<file path="config.mk">
export PLATFORM = sky130hd
export DESIGN_NAME = exec_alu
export DESIGN_NICKNAME = d
export VERILOG_FILES = /design/src/rtl/alu_pkg.sv /design/src/rtl/alu_rst_sync.sv /design/src/rtl/alu_const_gen.sv /design/src/rtl/alu_core.sv /design/src/rtl/alu_status.sv /design/src/rtl/exec_alu.sv
export SDC_FILE = /design/constraint.sdc
export NUM_CORES = 1
export LEC_CHECK = 0
export BUFFER_PORTS_ARGS = -buffer_cell sky130_fd_sc_hd__clkbuf_2
export CORE_UTILIZATION = 60
export CTS_BUF_LIST = sky130_fd_sc_hd__clkbuf_8
export DETAILED_ROUTE_END_ITERATION = 6
export GPL_TIMING_DRIVEN = 1
export PLACE_DENSITY_LB_ADDON = 0.12
export SLEW_MARGIN = 10
export SYNTH_ARGS = -nofsm -noshare
export SYNTH_HDL_FRONTEND = slang
export SYNTH_SLANG_ARGS = --single-unit
</file>
<file path="constraint.sdc">
create_clock -name clk -period 2.1 [get_ports clk]
set_clock_uncertainty 0.1 [all_clocks]
set_input_delay 0.105 -clock clk [delete_from_list [all_inputs] [get_ports clk]]
set_output_delay 0.105 -clock clk [all_outputs]
set_load 0.02 [all_outputs]
</file>
<file path="src/rtl/alu_pkg.sv">
package alu_pkg;
  typedef enum logic [2:0] {
    OP_ADD  = 3'd0,
    OP_SUB  = 3'd1,
    OP_CMP  = 3'd2,
    OP_AND  = 3'd3,
    OP_OR   = 3'd4,
    OP_XOR  = 3'd5,
    OP_RSV6 = 3'd6,
    OP_RSV7 = 3'd7
  } alu_op_e;

  // status register bit positions
  localparam int FLG_C  = 0;
  localparam int FLG_Z  = 1;
  localparam int FLG_N  = 2;
  localparam int FLG_IE = 3;
  localparam int FLG_V  = 8;

  typedef struct packed {
    logic v;
    logic n;
    logic z;
    logic c;
  } alu_flags_t;
endpackage

</file>
<file path="src/rtl/alu_rst_sync.sv">
module alu_rst_sync #(
  parameter int STAGES = 2
) (
  input  logic clk,
  input  logic rst_n,
  output logic rst_sync_n
);
  logic [STAGES-1:0] chain_q;

  always_ff @(posedge clk or negedge rst_n) begin
    if (!rst_n) chain_q <= '0;
    else        chain_q <= {chain_q[STAGES-2:0], 1'b1};
  end

  assign rst_sync_n = chain_q[STAGES-1];
endmodule

</file>
<file path="src/rtl/alu_const_gen.sv">
module alu_const_gen #(
  parameter int DW      = 16,
  parameter int RNUM_W  = 4,
  parameter int SR_IDX  = 2,
  parameter int CG_IDX  = 3
) (
  input  logic [RNUM_W-1:0] src_reg,
  input  logic [1:0]        src_mode,
  input  logic [DW-1:0]     src_val,
  input  logic [DW-1:0]     sr_val,
  output logic [DW-1:0]     operand
);
  localparam logic [RNUM_W-1:0] SR_NUM = RNUM_W'(SR_IDX);
  localparam logic [RNUM_W-1:0] CG_NUM = RNUM_W'(CG_IDX);

  always_comb begin
    operand = src_val;
    if (src_reg == CG_NUM) begin
      unique case (src_mode)
        2'b00: operand = '0;
        2'b01: operand = DW'(1);
        2'b10: operand = DW'(2);
        default: operand = '1;
      endcase
    end else if (src_reg == SR_NUM) begin
      unique case (src_mode)
        2'b00: operand = sr_val;
        2'b01: operand = '0;
        2'b10: operand = DW'(4);
        default: operand = DW'(8);
      endcase
    end
  end

  // status-register constants are zero or a single power of two
  always_comb begin
    if (src_reg == SR_NUM && src_mode != 2'b00)
      assert_sr_const_sparse_R8: assert ($countones(operand) <= 1);
  end
endmodule

</file>
<file path="src/rtl/alu_core.sv">
module alu_core
  import alu_pkg::*;
#(
  parameter int DW = 16,
  parameter int BW = 8
) (
  input  alu_op_e      op,
  input  logic         byte_mode,
  input  logic [DW-1:0] src,
  input  logic [DW-1:0] dst,
  output logic [DW-1:0] res,
  output alu_flags_t   flags,
  output logic         upd,
  output logic         wr
);
  logic          is_sub, is_arith;
  logic [DW-1:0] src_x;
  logic [DW:0]   sum_w;
  logic [BW:0]   sum_b;
  logic [DW-1:0] lres;
  logic          res_msb, dst_msb, srcx_msb;

  always_comb begin
    is_sub   = (op == OP_SUB) || (op == OP_CMP);
    is_arith = is_sub || (op == OP_ADD);
    src_x    = is_sub ? ~src : src;
    sum_w    = {1'b0, dst} + {1'b0, src_x} + {{DW{1'b0}}, is_sub};
    sum_b    = {1'b0, dst[BW-1:0]} + {1'b0, src_x[BW-1:0]} + {{BW{1'b0}}, is_sub};

    unique case (op)
      OP_AND:  lres = src & dst;
      OP_OR:   lres = src | dst;
      default: lres = src ^ dst;
    endcase

    if (is_arith) res = byte_mode ? {{(DW-BW){1'b0}}, sum_b[BW-1:0]} : sum_w[DW-1:0];
    else          res = byte_mode ? {{(DW-BW){1'b0}}, lres[BW-1:0]}  : lres;

    res_msb  = byte_mode ? res[BW-1]   : res[DW-1];
    dst_msb  = byte_mode ? dst[BW-1]   : dst[DW-1];
    srcx_msb = byte_mode ? src_x[BW-1] : src_x[DW-1];

    flags.n = res_msb;
    flags.z = (res == '0);
    if (is_arith) begin
      flags.c = byte_mode ? sum_b[BW] : sum_w[DW];
      flags.v = (dst_msb == srcx_msb) && (res_msb != dst_msb);
    end else begin
      flags.c = ~flags.z;
      flags.v = 1'b0;
    end

    upd = (op != OP_RSV6) && (op != OP_RSV7);
    wr  = upd && (op != OP_CMP);
  end
endmodule

</file>
<file path="src/rtl/alu_status.sv">
module alu_status
  import alu_pkg::*;
#(
  parameter int SRW = 16
) (
  input  logic           clk,
  input  logic           rst_ni,
  input  logic           ld,
  input  logic [SRW-1:0] ld_data,
  input  logic           upd,
  input  alu_flags_t     flags,
  output logic [SRW-1:0] sr_q
);
  logic [SRW-1:0] sr_d;

  always_comb begin
    sr_d = sr_q;
    if (ld) begin
      sr_d = ld_data;
    end else if (upd) begin
      sr_d[FLG_V] = flags.v;
      sr_d[FLG_N] = flags.n;
      sr_d[FLG_Z] = flags.z;
      sr_d[FLG_C] = flags.c;
    end
  end

  always_ff @(posedge clk or negedge rst_ni) begin
    if (!rst_ni) sr_q <= '0;
    else         sr_q <= sr_d;
  end

  assert_ctl_bits_kept_R10: assert property (@(posedge clk) disable iff (!rst_ni)
    !ld |=> ($stable(sr_q[FLG_V-1:FLG_IE]) && $stable(sr_q[SRW-1:FLG_V+1])));

  assert_load_wins_R12: assert property (@(posedge clk) disable iff (!rst_ni)
    ld |=> (sr_q == $past(ld_data)));
endmodule

</file>
<file path="src/rtl/exec_alu.sv">
module exec_alu
  import alu_pkg::*;
#(
  parameter int DW       = 16,
  parameter int XW       = 20,
  parameter int BW       = 8,
  parameter int SRW      = 16,
  parameter int RNUM_W   = 4,
  parameter int SYNC_STG = 2
) (
  input  logic              clk,
  input  logic              rst_n,
  input  logic              ex_valid,
  input  logic [2:0]        ex_op,
  input  logic              ex_byte,
  input  logic [RNUM_W-1:0] src_reg,
  input  logic [1:0]        src_mode,
  input  logic [DW-1:0]     src_val,
  input  logic [DW-1:0]     dst_val,
  input  logic              sr_load,
  input  logic [SRW-1:0]    sr_din,
  output logic [XW-1:0]     res_out,
  output logic              res_wr,
  output logic [SRW-1:0]    sr_out
);
  localparam int PAD = XW - DW;

  logic          rst_i;
  logic [DW-1:0] src_op, core_res, sr_view;
  alu_flags_t    core_flags;
  logic          core_upd, core_wr;
  logic [XW-1:0] res_q, res_d;
  logic          wr_q, wr_d;

  alu_rst_sync #(.STAGES(SYNC_STG)) u_rst (
    .clk(clk), .rst_n(rst_n), .rst_sync_n(rst_i));

  assign sr_view = sr_out[DW-1:0];

  alu_const_gen #(.DW(DW), .RNUM_W(RNUM_W)) u_cg (
    .src_reg(src_reg), .src_mode(src_mode), .src_val(src_val),
    .sr_val(sr_view), .operand(src_op));

  alu_core #(.DW(DW), .BW(BW)) u_core (
    .op(alu_op_e'(ex_op)), .byte_mode(ex_byte), .src(src_op), .dst(dst_val),
    .res(core_res), .flags(core_flags), .upd(core_upd), .wr(core_wr));

  alu_status #(.SRW(SRW)) u_sr (
    .clk(clk), .rst_ni(rst_i), .ld(sr_load), .ld_data(sr_din),
    .upd(ex_valid && core_upd), .flags(core_flags), .sr_q(sr_out));

  always_comb begin
    res_d = res_q;
    wr_d  = 1'b0;
    if (ex_valid && core_wr) begin
      wr_d  = 1'b1;
      res_d = {{PAD{1'b0}}, core_res};
    end
  end

  always_ff @(posedge clk or negedge rst_i) begin
    if (!rst_i) begin
      res_q <= '0;
      wr_q  <= 1'b0;
    end else begin
      res_q <= res_d;
      wr_q  <= wr_d;
    end
  end

  assign res_out = res_q;
  assign res_wr  = wr_q;

  assert_cmp_no_write_R5: assert property (@(posedge clk) disable iff (!rst_i)
    (ex_valid && ex_op == 3'd2) |=> (!res_wr && $stable(res_out)));

  assert_rsv_inert_R11: assert property (@(posedge clk) disable iff (!rst_i)
    (ex_valid && ex_op[2:1] == 2'b11 && !sr_load) |=> ($stable(sr_out) && !res_wr));

  assert_logic_flags_R6: assert property (@(posedge clk) disable iff (!rst_i)
    (ex_valid && (ex_op inside {3'd3, 3'd4, 3'd5}) && !sr_load)
      |=> (!sr_out[FLG_V] && (sr_out[FLG_C] == !sr_out[FLG_Z])));

  assert_byte_zext_R9: assert property (@(posedge clk) disable iff (!rst_i)
    (ex_valid && ex_byte && (ex_op inside {3'd0, 3'd1, 3'd3, 3'd4, 3'd5}))
      |=> (res_wr && res_out[XW-1:BW] == '0));

  assert_idle_hold_R13: assert property (@(posedge clk) disable iff (!rst_i)
    (!ex_valid && !sr_load) |=> ($stable(sr_out) && $stable(res_out) && !res_wr));
endmodule

</file>
==> run_results.csv, run 1 <==
group,metric,value,unit
die,rows,29,
placed_design,hpwl,11840,um
logic_synthesis,synth_fa_ha_area_frac,0.1605,
global_route,grt_pass1_vias,6897,
clock_network,clockBufferDepth,2,
logic_synthesis,synth_top_family_by_area,"compound AO/OA/AOI/OAI gates",
die,die_w,83.08,um
die,initial_core_util,0.6211,
logic_synthesis,synthDistinctLibCells,66,
clock_network,h-tree-depth,2,
run_status,status,"stopped before the end",
logic_synthesis,synth_top_area_frac,0.2221,
clock_network,cts_sinks,35,
logic_synthesis,synthXorXnorAreaFrac,0.04442,
clock_network,cts-root-buf,"clkbuf_8",
logic_synthesis,ys_seq_elements,35,
logic_synthesis,synthCells,493,
logic_synthesis,synth.avg_cell_area,8.000,um2
die,fp.dieH,83.08,um
placed_design,io_buffers,94,
global_route,grt_pass1_wl,39850,um
run_status,error,"[ERROR GRT-0116] Global routing finished with congestion. Check the congestion regions in the DRC Viewer.",
logic_synthesis,synth_compound_area_frac,0.2592,
logic_synthesis,netlist_area,3944,um2
global_route,track_usage,0.7564,
global_route,grt_max_degree,34,
placed_design,pre_cts_slack,-1.793,ns
clock_network,cts_buffers,5,
logic_synthesis,yosys_warnings,0,
logic_synthesis,synthMuxAreaShare,0.07011,
placed_design,gp_congestion,1.057,
logic_synthesis,synthArstFlopShare,1.000,
logic_synthesis,yosys.area.top_type,"dfrtp_1",
logic_synthesis,synth-seq-area-share,0.2221,
global_route,grt.overflow.total,27,
logic_synthesis,synth_ff_type,"dfrtp_1",
logic_synthesis,synthSimpleGateAreaFrac,0.1707,
logic_synthesis,ys_top_cells_by_area,"dfrtp_1 22%, ha_1 16%, mux2_2 6.0%",
placed_design,dp_cells,789,
logic_synthesis,synth_edf_count,0,
die,io_pins,99,
run_status,failed_stage,"global routing",
[cell usage after synthesis (5+ instances only)]
cell and instances:
a21o_1 8, a21oi_1 38, a22oi_1 8, a31oi_1 5
and2_1 5, and3_1 7, clkbuf_1 22, dfrtp_1 35
ha_1 49, inv_1 38, mux2_2 21, nand2_1 52
nor2_1 20, nor3_1 8, nor3b_1 5, nor4_1 7
o21ai_0 45, o22ai_1 11, o31ai_1 6, xnor2_1 18
[metal layers]
| layer | GRT overflow | global-route usage |
|---|---|---|
| met1 | 1 | 0.7822 |
| met2 | 13 | 0.9374 |
| met3 | 0 | 0.5815 |
| met4 | 13 | 0.7367 |
| met5 | 0 | 0.03788 |
[stage by stage]
step | setup TNS [ns] | area, um2 | hold WS, ns
2_1_floorplan | -12.61 | 4076 | -0.2906
3_3_place_gp | -20.78 | 5637 | -0.2093
3_5_place_dp | -22.67 | 5637 | -0.2073
4_1_cts | -18.51 | 6135 | 0.03952
[kinds of logic after synthesis]
group / count (synthesis)
xor+xnor: 20
flops: 35
simple gates: 131
compound gates: 160
buf+inv: 70
other cells: 2
mux: 25
fa+ha+maj: 50
[timing repair]
| action | 4_1_cts |
|---|---|
| hold endpoints to repair | 21 |
| buffers inserted | 8 |
| gates cloned | 0 |
| setup endpoints to repair | 20 |
| pin swaps | 21 |
| hold buffers | 17 |
| resized for setup | 40 |
==> run 2, diff against run 1 <==
CORE_UTILIZATION = 40   (was 60)
CTS_BUF_LIST = not set   (was sky130_fd_sc_hd__clkbuf_8)
PLACE_DENSITY_LB_ADDON = 0.15   (was 0.12)
==> run 2 against run 1 <==
  * The flow now finishes, with violations (setup timing)
  * Synthesized area stayed put
  * Synthesized cell count unchanged
==> run_results.csv, run 2 <==
group,metric,value,unit
run_status,status,"finished with violations",
run_status,violations,"setup timing",
setup_path,reg2reg_to,"u_sr.sr_q[1]$_DFFE_PN0P_",
pwr,switching_power,1.632,mW
die,initial_core_util,0.4189,
setup_path,crit_slowest_cell,"or4b_4",
pwr,p_total,4.052,mW
cells_and_area,final_cell_mix,"153 x buf_4, 94 x clkbuf_2, 50 x nand2_1",
setup_path,start_kind,"register",
global_route,antenna_found_initial,0,
setup_path,crit_path_end_kind,"register",
logic_synthesis,synth_ff_type,"dfrtp_1",
pwr,pwr-share-clk,0.147,
global_route,grt_pass1_vias,4832,
logic_synthesis,synth.most_common_cell,"nand2_1",
setup_path,r2r_cells,14,
cells_and_area,syn2layout_area_growth,71.19,%
detailed_routing,via_per_inst,5.497,
die,dieArea,10260,um2
detailed_routing,drt_first_pass_iters,5,
logic_synthesis,yosys.area.top_type,"dfrtp_1",
clock_network,cts_buffers,5,
cells_and_area,final_common_cell,"buf_4",
min_path,hold_path.class,"primary input to register",
global_route,track_usage,0.3016,
global_route,grt.overflow.total,0,
pwr,combPwrFrac,0.642,
setup_path,cp-startpoint,"u_sr.sr_q[0]$_DFFE_PN0P_",
setup_path,worst-path-max-fanout,2,
logic_synthesis,ys_seq_elements,35,
pwr,p_per_area,600.2,nW/um2
clock_network,cts_sinks,35,
die,coreArea,9415,um2
detailed_routing,antenna_left,0,
logic_synthesis,netlist_area,3944,um2
logic_synthesis,synthArstFlopShare,1.000,
cells_and_area,fin_nets,865,
pwr,sw_frac_of_total,0.4027,
clock_network,clockBufferDepth,2,
clock_network,h-tree-depth,2,
pwr,p_int,2.420,mW
logic_synthesis,yosys_warnings,0,
logic_synthesis,synthDistinctLibCells,66,
setup_path,critPathTopFamily,"simple AND/OR/NAND/NOR gates",
sta,min_period,3.506,ns
logic_synthesis,yosys-top-cells-count,"52 x nand2_1, 49 x ha_1, 45 x o21ai_0",
setup_path,endpoint,"u_sr.sr_q[1]$_DFFE_PN0P_",
die,io_pins,99,
setup_path,timing.rr.start,"u_sr.sr_q[0]$_DFFE_PN0P_",
clock_network,cts_tree,"yes",
sta,hold_violations,0,
die,fp.dieH,101.3,um
pwr,vdd_ir_drop_max,0.0006405,V
pwr,p_leak,3.295,nW
clock_network,clkTransAtPathRegs,0.07,ns
detailed_routing,wirelength,15550,um
setup_path,worst-path-stages,14,
logic_synthesis,synth.avg_cell_area,8.000,um2
placed_design,io_buffers,94,
global_route,grt_pass1_wl,23840,um
global_route,grt_max_degree,34,
placed_design,gp_congestion,0.9467,
sta,setup_viol,20,
pwr,power_frac_seq,0.211,
setup_path,crit_chain,"nor4b_4 > or3b_4 > a32o_2 > inv_2 > fa_2 > nor2b_4 > o31ai_4 > a21oi_2 > nor4_4 > or4_1 > and3_4 > or4b_4 > nor3_4 > a31o_1",
sta,setup_ws,-1.406,ns
detailed_routing,routedWlPerCell,17.61,um
sta,max_freq,0.2852,GHz
logic_synthesis,synth_edf_count,0,
placed_design,hpwl,11110,um
cells_and_area,antennaDiodeCount,0,
logic_synthesis,synth_top_area_frac,0.2221,
logic_synthesis,synthCells,493,
sta,grt_setup_unrepaired,"yes",
sta,final_max_slew_viol_count,0,
setup_path,max_stage_delay,0.50,ns
cells_and_area,n_fill_cell,718,
detailed_routing,vias,4854,
die,die_w,101.3,um
setup_path,crit_type,"register to register",
flow_run,cap_violations,0,
die,rows,35,
setup_path,cp_data_required_time,2.23,ns
sta,period_share,1.670,
logic_synthesis,synth-seq-area-share,0.2221,
min_path,worstHoldPathCells,3,
logic_synthesis,ys_top_cells_by_area,"dfrtp_1 22%, ha_1 16%, mux2_2 6.0%",
clock_network,clk_latency,0.29,ns
sta,setup-tns-final,-17.42,ns
detailed_routing,drt_iter0_markers,235,
setup_path,reg2reg_slack,-1.41,ns
detailed_routing,post-route-drc-count,0,
clock_network,cts-root-buf,"clkbuf_8",
setup_path,worst_ep_arrival_time,3.63,ns
setup_path,path_buf_inv,1,
cells_and_area,drive_above_1_share,0.5252,
run 2: what timing repair did:
item | CTS | global route
hold buffers | 16 | 0
hold endpoints to repair | 17 | 0
pin swaps | 64 | 29
buffers inserted | 23 | 7
endpoints found under the setup margin | 20 | 20
gates resized for setup | 92 | 50
run 2: cell type report:
type	instances	area, um2	area share
Timing Repair Buffer	280	1988	0.2945
Tap cell	129	161.4	0.02391
Inverter	40	150.1	0.02224
Clock inverter	1	30.03	0.004448
Sequential cell	35	878.3	0.1301
Clock buffer	7	76.32	0.01130
Multi-Input combinational cell	391	3467	0.5135
run 2: power groups by stage:
| stage | clock (mW) | sequential, mW | combinational (mW) |
|---|---|---|---|
| after floorplan | 0 | 0.994 | 0.932 |
| after global placement | 0 | 0.859 | 1.96 |
| after detailed placement | 0 | 0.859 | 2.00 |
| after CTS | 0.602 | 0.851 | 2.38 |
| after global routing | 0.626 | 0.865 | 2.77 |
| final | 0.595 | 0.854 | 2.60 |
run 2: worst min path at each step:
stage	start	to	slack, ns
global route	rst_n	u_rst.chain_q[0]$_DFF_PN0_	0.04
floorplan	rst_n	u_rst.chain_q[0]$_DFF_PN0_	-0.29
finish	sr_din[1]	u_sr.sr_q[1]$_DFFE_PN0P_	0.03
CTS	rst_n	u_rst.chain_q[0]$_DFF_PN0_	0.03
detailed placement	rst_n	u_rst.chain_q[0]$_DFF_PN0_	-0.21
global placement	rst_n	u_rst.chain_q[0]$_DFF_PN0_	-0.21
run 2: kinds of logic (layout without fill, tap and decap cells):
group	Yosys count	after routing	synth area share
DFF	35	35	0.2221
muxes	25	25	0.07012
other	2	5	0.001904
adders and majority gates	50	50	0.1605
AOI/OAI and AO/OA	160	160	0.2592
buffers and inverters	70	328	0.07107
xor gates and xnor gates	20	20	0.04442
and+or+nand+nor	131	131	0.1707
run 2: per-stage QoR:
stage          setup slack [ns]  utilization  instances  instance area (um2)  hold slack [ns]
4_1_cts                  -1.526       0.6901        878                 6497          0.03229
2_1_floorplan            -1.434            -        496                 4076          -0.2906
5_1_grt                  -1.545       0.7171        883                 6751          0.03503
6_report                 -1.406       0.7171        883                 6751          0.03266
3_5_place_dp             -1.767       0.6061        840                 5707          -0.2071
3_3_place_gp             -1.712       0.6061        840                 5707          -0.2074
run 2: tightest hold or removal path, stage by stage:
cell and delay, ns:
clkbuf_2 0.08, a21o_1 0.11, a31o_1 0.10
run 2: metal layers:
metal	global-route usage	up-vias	share of wire
li1	-	2306	-
met1	0.3872	2319	0.43
met2	0.5118	191	0.48
met3	0.03865	38	0.057
met4	0.1249	0	0.030
met5	0	-	0
Power figures use the tool's default switching activity.
==> run 3, diff against run 2 <==
REMOVE_ABC_BUFFERS = 1   (was not set)
==> run 3 against run 2 <==
  * The flow still finishes with violations (setup timing)
  * Register-to-register slack worse by 0.099 ns
  * Clock power is 5.2% lower
  * Total power shrank 3.4%
  * Critical path type unchanged
  * Highest routed layer unchanged
==> run_results.csv, run 3 (synthesis results as in run 2) <==
group,metric,value,unit
detailed_routing,drt_first_pass_iters,5,
flow_run,cap_violations,0,
pwr,p_per_area,588.9,nW/um2
placed_design,hpwl,10970,um
clock_network,clkTransAtPathRegs,0.09,ns
die,coreArea,9415,um2
detailed_routing,antenna_left,0,
setup_path,timing.rr.start,"u_sr.sr_q[1]$_DFFE_PN0P_",
setup_path,worst_ep_arrival_time,3.76,ns
sta,maxSlewHeadroom,0.6337,
pwr,sw_frac_of_total,0.4187,
setup_path,crit_type,"register to register",
cells_and_area,final_cell_mix,"174 x buf_4, 94 x clkbuf_2, 52 x nand2_1",
clock_network,cts_tree,"yes",
global_route,grt.overflow.total,0,
pwr,switching_power,1.639,mW
placed_design,dp_cells,849,
cells_and_area,final_util,0.7060,
run_status,status,"finished with violations",
clock_network,cts-root-buf,"clkbuf_8",
cells_and_area,antennaDiodeCount,0,
sta,max_freq,0.2774,GHz
die,fp.dieH,101.3,um
pwr,power_frac_seq,0.216,
setup_path,reg2reg_slack,-1.51,ns
die,rows,35,
cells_and_area,fin_cells,900,
placed_design,gp_congestion,0.9141,
sta,tightest_slew,0.5437,ns
setup_path,cp-startpoint,"u_sr.sr_q[1]$_DFFE_PN0P_",
pwr,p_leak,3.315,nW
min_path,hold_path.class,"primary input to async pin",
pwr,vdd_ir_drop_max,0.0004009,V
setup_path,worst-path-max-fanout,3,
detailed_routing,routedWlPerCell,17.18,um
global_route,grt_max_degree,34,
sta,grt_setup_unrepaired,"yes",
cells_and_area,fin_nets,882,
sta,setup_ws,-1.505,ns
global_route,track_usage,0.3016,
sta,min_period,3.605,ns
placed_design,io_buffers,94,
detailed_routing,vias,4873,
cells_and_area,syn2layout_area_growth,68.56,%
setup_path,reg2reg_to,"u_sr.sr_q[1]$_DFFE_PN0P_",
sta,setup_viol,20,
die,initial_core_util,0.4189,
clock_network,clk_latency,0.31,ns
detailed_routing,post-route-drc-count,0,
clock_network,cts_sinks,35,
setup_path,r2r_cells,16,
clock_network,clockBufferDepth,2,
detailed_routing,via_per_inst,5.414,
cells_and_area,drive_above_1_share,0.5045,
pwr,combPwrFrac,0.641,
detailed_routing,wirelength,15460,um
setup_path,crit_path_end_kind,"register",
sta,final_max_slew_viol_count,0,
global_route,grt_pass1_wl,23910,um
die,io_pins,99,
pwr,pwr-share-clk,0.144,
global_route,grt_pass1_vias,4958,
run_status,violations,"setup timing",
sta,period_share,1.717,
global_route,antenna_found_initial,0,
die,die_w,101.3,um
detailed_routing,drt_iter0_markers,221,
clock_network,cts_buffers,5,
die,dieArea,10260,um2
setup_path,start_kind,"register",
setup_path,cp_data_required_time,2.25,ns
clock_network,h-tree-depth,2,
pwr,p_int,2.276,mW
sta,hold_violations,0,
cells_and_area,final_common_cell,"buf_4",
==> run 3: cell count changes in the layout (fill, tap and decap cells not counted), sizes merged <==
cell	delta
buf	+17
bufinv	-1
clkbuf	-2
clkinvlp	+2
inv	+1
==> run 3: per-layer routing <==
metal  share of wire  track usage  vias to the layer above
met3           0.054      0.04279                       39
met2            0.48       0.5311                      179
met4           0.027      0.09253                        0
li1                -            -                     2345
met1            0.44       0.3808                     2310
met5               0            0                        -
==> run 3: cell type report <==
| cell class | count | area (um2) |
|---|---|---|
| clock buffers | 5 | 68.82 |
| clock inverters | 3 | 23.77 |
| multi-input cells | 391 | 3284 |
| fillers | 749 | 2768 |
| well taps | 129 | 161.4 |
| inverters | 40 | 150.1 |
| flip-flops and latches | 35 | 875.8 |
| repair buffers | 297 | 2083 |
==> run 3: power groups by stage <==
stage                     Sequential (mW)  Combinational, mW  Clock [mW]
after global routing                0.857               2.68       0.601
after floorplan                     0.993              0.842           0
after global placement              0.848               1.90           0
after detailed placement            0.851               1.94           0
final                               0.844               2.51       0.564
after CTS                           0.840               2.27       0.566
==> run 3: worst max-delay path, stage by stage (launching register included) <==
cell,delay (ns)
dfrtp_1,0.38
nand2_1,0.06
o21ai_1,0.13
mux2i_1,0.08
buf_4,0.17
xnor2_4,0.15
inv_2,0.06
fa_2,0.39
nor2b_4,0.16
o31ai_4,0.10
a21oi_2,0.21
nor4_4,0.07
or4_1,0.48
and3_4,0.19
or4b_4,0.53
nor3_4,0.14
a31o_1,0.16
==> run 3: how the worst max path moves through the flow <==
stage,endpoint
3_3_place_gp,u_sr.sr_q[1]$_DFFE_PN0P_
6_report,u_sr.sr_q[1]$_DFFE_PN0P_
3_5_place_dp,u_sr.sr_q[1]$_DFFE_PN0P_
2_1_floorplan,u_sr.sr_q[0]$_DFFE_PN0P_
4_1_cts,u_sr.sr_q[1]$_DFFE_PN0P_
5_1_grt,u_sr.sr_q[1]$_DFFE_PN0P_
==> run 3: timing repair <==
item | CTS | global route
endpoints found under the setup margin | 20 | 20
hold endpoints to repair | 17 | 0
pin swaps | 43 | 44
hold buffers | 16 | 0
buffers inserted | 32 | 11
resized for setup | 89 | 42
==> run 3: through the flow <==
| stage | total power [mW] | TNS [ns] | instance area [um2] | hold WS (ns) | setup slack [ns] |
|---|---|---|---|---|---|
| 6_report | 3.915 | -17.77 | 6648 | 0.002033 | -1.505 |
| 5_1_grt | 4.137 | -20.11 | 6648 | 0.01095 | -1.673 |
| 4_1_cts | 3.678 | -16.71 | 6402 | 0.006295 | -1.529 |
| 3_5_place_dp | 2.792 | -22.52 | 5658 | -0.2067 | -1.839 |
| 3_3_place_gp | 2.745 | -21.26 | 5658 | -0.2098 | -1.766 |
| 2_1_floorplan | 1.835 | -19.93 | 3825 | -0.2906 | -1.913 |
==> run 4, diff against run 3 <==
ABC_AREA = 1   (was not set)
CORE_ASPECT_RATIO = 1.5   (was not set)
REMOVE_ABC_BUFFERS = not set   (was 1)
==> run 4 against run 3 <==
  * The run still ends with setup timing left
  * Final cell count increased by 12%
  * Clock-buffer cell count grew 2
  * Cell area grew 7.5%
  * Critical path depth rose by 10
  * Global-route usage is 2.4 points lower
  * Flip-flop and latch count unchanged
  * Worst hold slack better by 0.033 ns
  * Non-clock buffer count up 13
  * Utilization rose by 3.6 points
  * Largest power group unchanged
  * Highest routed layer unchanged
==> run_results.csv, run 4 <==
group,metric,value,unit
sta,min_period,3.255,ns
placed_design,dp_cells,940,
logic_synthesis,synth.most_common_cell,"nand2_1",
global_route,grt_pass1_vias,4961,
detailed_routing,antenna_left,0,
run_status,violations,"setup timing",
sta,hold_violations,0,
global_route,grt_max_degree,31,
placed_design,gp_congestion,0.9648,
die,fp.dieH,123.8,um
sta,tightest_slew,0.5368,ns
setup_path,crit_type,"primary input to register",
die,io_pins,99,
detailed_routing,drt_iter0_markers,188,
logic_synthesis,synthXorXnorAreaFrac,0.03543,
cells_and_area,final_cell_mix,"174 x buf_4, 118 x nand2_1, 94 x clkbuf_2",
clock_network,clockBufferDepth,2,
pwr,power_frac_seq,0.206,
pwr,vdd_ir_drop_max,0.0005132,V
logic_synthesis,synth_top_family_by_area,"simple AND/OR/NAND/NOR gates",
logic_synthesis,synth.avg_cell_area,6.636,um2
pwr,switching_power,1.605,mW
logic_synthesis,netlist_area,3955,um2
cells_and_area,drive_above_1_share,0.5106,
cells_and_area,fin_nets,1008,
setup_path,crit_slowest_cell,"ha_1",
clock_network,cts_sinks,35,
clock_network,cts-root-buf,"clkbuf_16",
pwr,p_per_area,555.6,nW/um2
min_path,hold_path.class,"primary input to register",
die,coreArea,9634,um2
setup_path,start_kind,"primary input",
clock_network,cts_buffers,5,
die,initial_core_util,0.4105,
clock_network,clkTransAtPathRegs,0.06,ns
sta,max_freq,0.3073,GHz
logic_synthesis,synthCells,596,
logic_synthesis,synth-seq-area-share,0.2214,
placed_design,pre_cts_slack,-1.407,ns
logic_synthesis,ys_seq_elements,35,
logic_synthesis,synthArstFlopShare,1.000,
detailed_routing,routedWlPerCell,14.68,um
run_status,status,"finished with violations",
setup_path,critPathMostFrequentCell,"nand2_1",
global_route,grt.overflow.total,0,
logic_synthesis,synthDistinctLibCells,43,
logic_synthesis,synth_ff_type,"dfrtp_1",
cells_and_area,final_util,0.7419,
sta,setup_ws,-1.155,ns
placed_design,io_buffers,94,
pwr,p_int,2.366,mW
clock_network,cts_tree,"yes",
global_route,track_usage,0.2778,
setup_path,worst_ep_arrival_time,3.34,ns
clock_network,clk_latency,0.29,ns
setup_path,max_stage_delay,0.35,ns
die,dieArea,10300,um2
pwr,combPwrFrac,0.606,
logic_synthesis,synthMuxAreaShare,0,
sta,final_max_slew_viol_count,0,
detailed_routing,vias,5108,
detailed_routing,wirelength,14860,um
pwr,p_leak,3.910,nW
sta,setup_viol,19,
die,die_w,83.19,um
cells_and_area,final_common_cell,"buf_4",
logic_synthesis,synth_top_area_frac,0.2214,
logic_synthesis,yosys_warnings,0,
placed_design,hpwl,10710,um
logic_synthesis,ys_top_cells_by_area,"dfrtp_1 22%, ha_1 16%, nand2_1 15%",
detailed_routing,via_per_inst,5.047,
detailed_routing,drt_first_pass_iters,4,
pwr,pwr-share-clk,0.188,
logic_synthesis,synth_compound_area_frac,0.1617,
logic_synthesis,synthSimpleGateAreaFrac,0.3021,
logic_synthesis,synth_edf_count,0,
sta,maxSlewHeadroom,0.6412,
cells_and_area,fin_cells,1012,
cells_and_area,syn2layout_area_growth,80.73,%
clock_network,h-tree-depth,2,
global_route,grt_pass1_wl,22840,um
sta,period_share,1.550,
die,rows,44,
global_route,antenna_found_initial,0,
setup_path,worst-path-max-fanout,6,
cells_and_area,antennaDiodeCount,0,
pwr,sw_frac_of_total,0.4041,
detailed_routing,post-route-drc-count,0,
flow_run,cap_violations,0,
logic_synthesis,yosys-top-cells-count,"162 x nand2_1, 92 x inv_1, 49 x ha_1",
sta,grt_setup_unrepaired,"yes",
setup_path,cp_data_required_time,2.18,ns
logic_synthesis,yosys.area.top_type,"dfrtp_1",
logic_synthesis,synth_fa_ha_area_frac,0.1601,
setup_path,crit_path_end_kind,"register",
==> run 4: critical path, delay by kind of cell <==
family / cells / cell delay (ns)
adders and majority gates: 1 / 0.35
and+or+nand+nor: 20 / 1.97
AOI/OAI and AO/OA: 2 / 0.46
buffers and inverters: 2 / 0.27
xor gates and xnor gates: 1 / 0.18
==> run 4: final timing paths <==
kind	startpoint	end	slack, ns	cells past startpoint
worst max-delay path	src_reg[3]	u_sr.sr_q[0]$_DFFE_PN0P_	-1.15	26
worst min-delay path	sr_din[8]	u_sr.sr_q[8]$_DFFE_PN0P_	0.04	5
worst max register to register	u_sr.sr_q[5]$_DFFE_PN0P_	u_sr.sr_q[0]$_DFFE_PN0P_	-1.14	23
worst min register to register	u_rst.chain_q[1]$_DFF_PN0_	u_sr.sr_q[4]$_DFFE_PN0P_	0.19	1
max in group asynchronous	u_rst.chain_q[1]$_DFF_PN0_	u_sr.sr_q[14]$_DFFE_PN0P_	1.25	1
min in group asynchronous	rst_n	u_rst.chain_q[1]$_DFF_PN0_	0.05	2
==> run 4: per-stage QoR <==
| step | setup TNS, ns | total power, mW | area [um2] | hold WS [ns] |
|---|---|---|---|---|
| 6_report | -12.68 | 3.971 | 7148 | 0.03548 |
| 5_1_grt | -15.75 | 4.213 | 7148 | 0.04924 |
| 4_1_cts | -11.23 | 3.653 | 6645 | 0.02313 |
| 3_5_place_dp | -15.93 | 2.582 | 5727 | -0.2057 |
| 3_3_place_gp | -15.04 | 2.558 | 5727 | -0.2082 |
| 2_1_floorplan | -6.475 | 1.771 | 4033 | -0.2906 |
==> run 4: cells by family after synthesis <==
group | after synthesis
AND/OR/NAND/NOR | 274
buffers and inverters | 117
XOR/XNOR | 16
flip-flops | 35
adder cells (fa/ha/maj) | 50
other | 2
AO/OA/AOI/OAI | 102
==> run 4: cell type report <==
cell class	count	area, um2
multi-input combinational	447	3297
fill	711	2486
timing repair buffer	310	2307
sequential	35	880.8
inverter	97	371.6
tap	115	143.9
clock buffer	7	142.6
clock inverter	1	5.005
==> run 4: metal layers <==
layer | vias to the layer above | routed length [um] | GRT usage
met2 | 151 | 7914 | 0.5343
li1 | 2535 | - | -
met5 | - | 0 | 0
met3 | 54 | 503 | 0.03247
met4 | 0 | 742 | 0.1422
met1 | 2368 | 5700 | 0.2986
==> run 4: timing repair <==
item,CTS,global route
setup endpoints to repair,19,20
setup buffers,43,17
hold buffers,16,0
pin swaps,53,61
hold endpoints to repair,19,0
cloned,2,0
gates resized for setup,82,109
==> run 4: power groups by stage <==
stage / combinational [mW] / sequential (mW) / clock, mW
floorplan: 0.822 / 0.949 / 0
global placement: 1.73 / 0.827 / 0
detailed placement: 1.75 / 0.828 / 0
CTS: 2.08 / 0.818 / 0.760
global route: 2.60 / 0.829 / 0.787
finish: 2.41 / 0.818 / 0.748
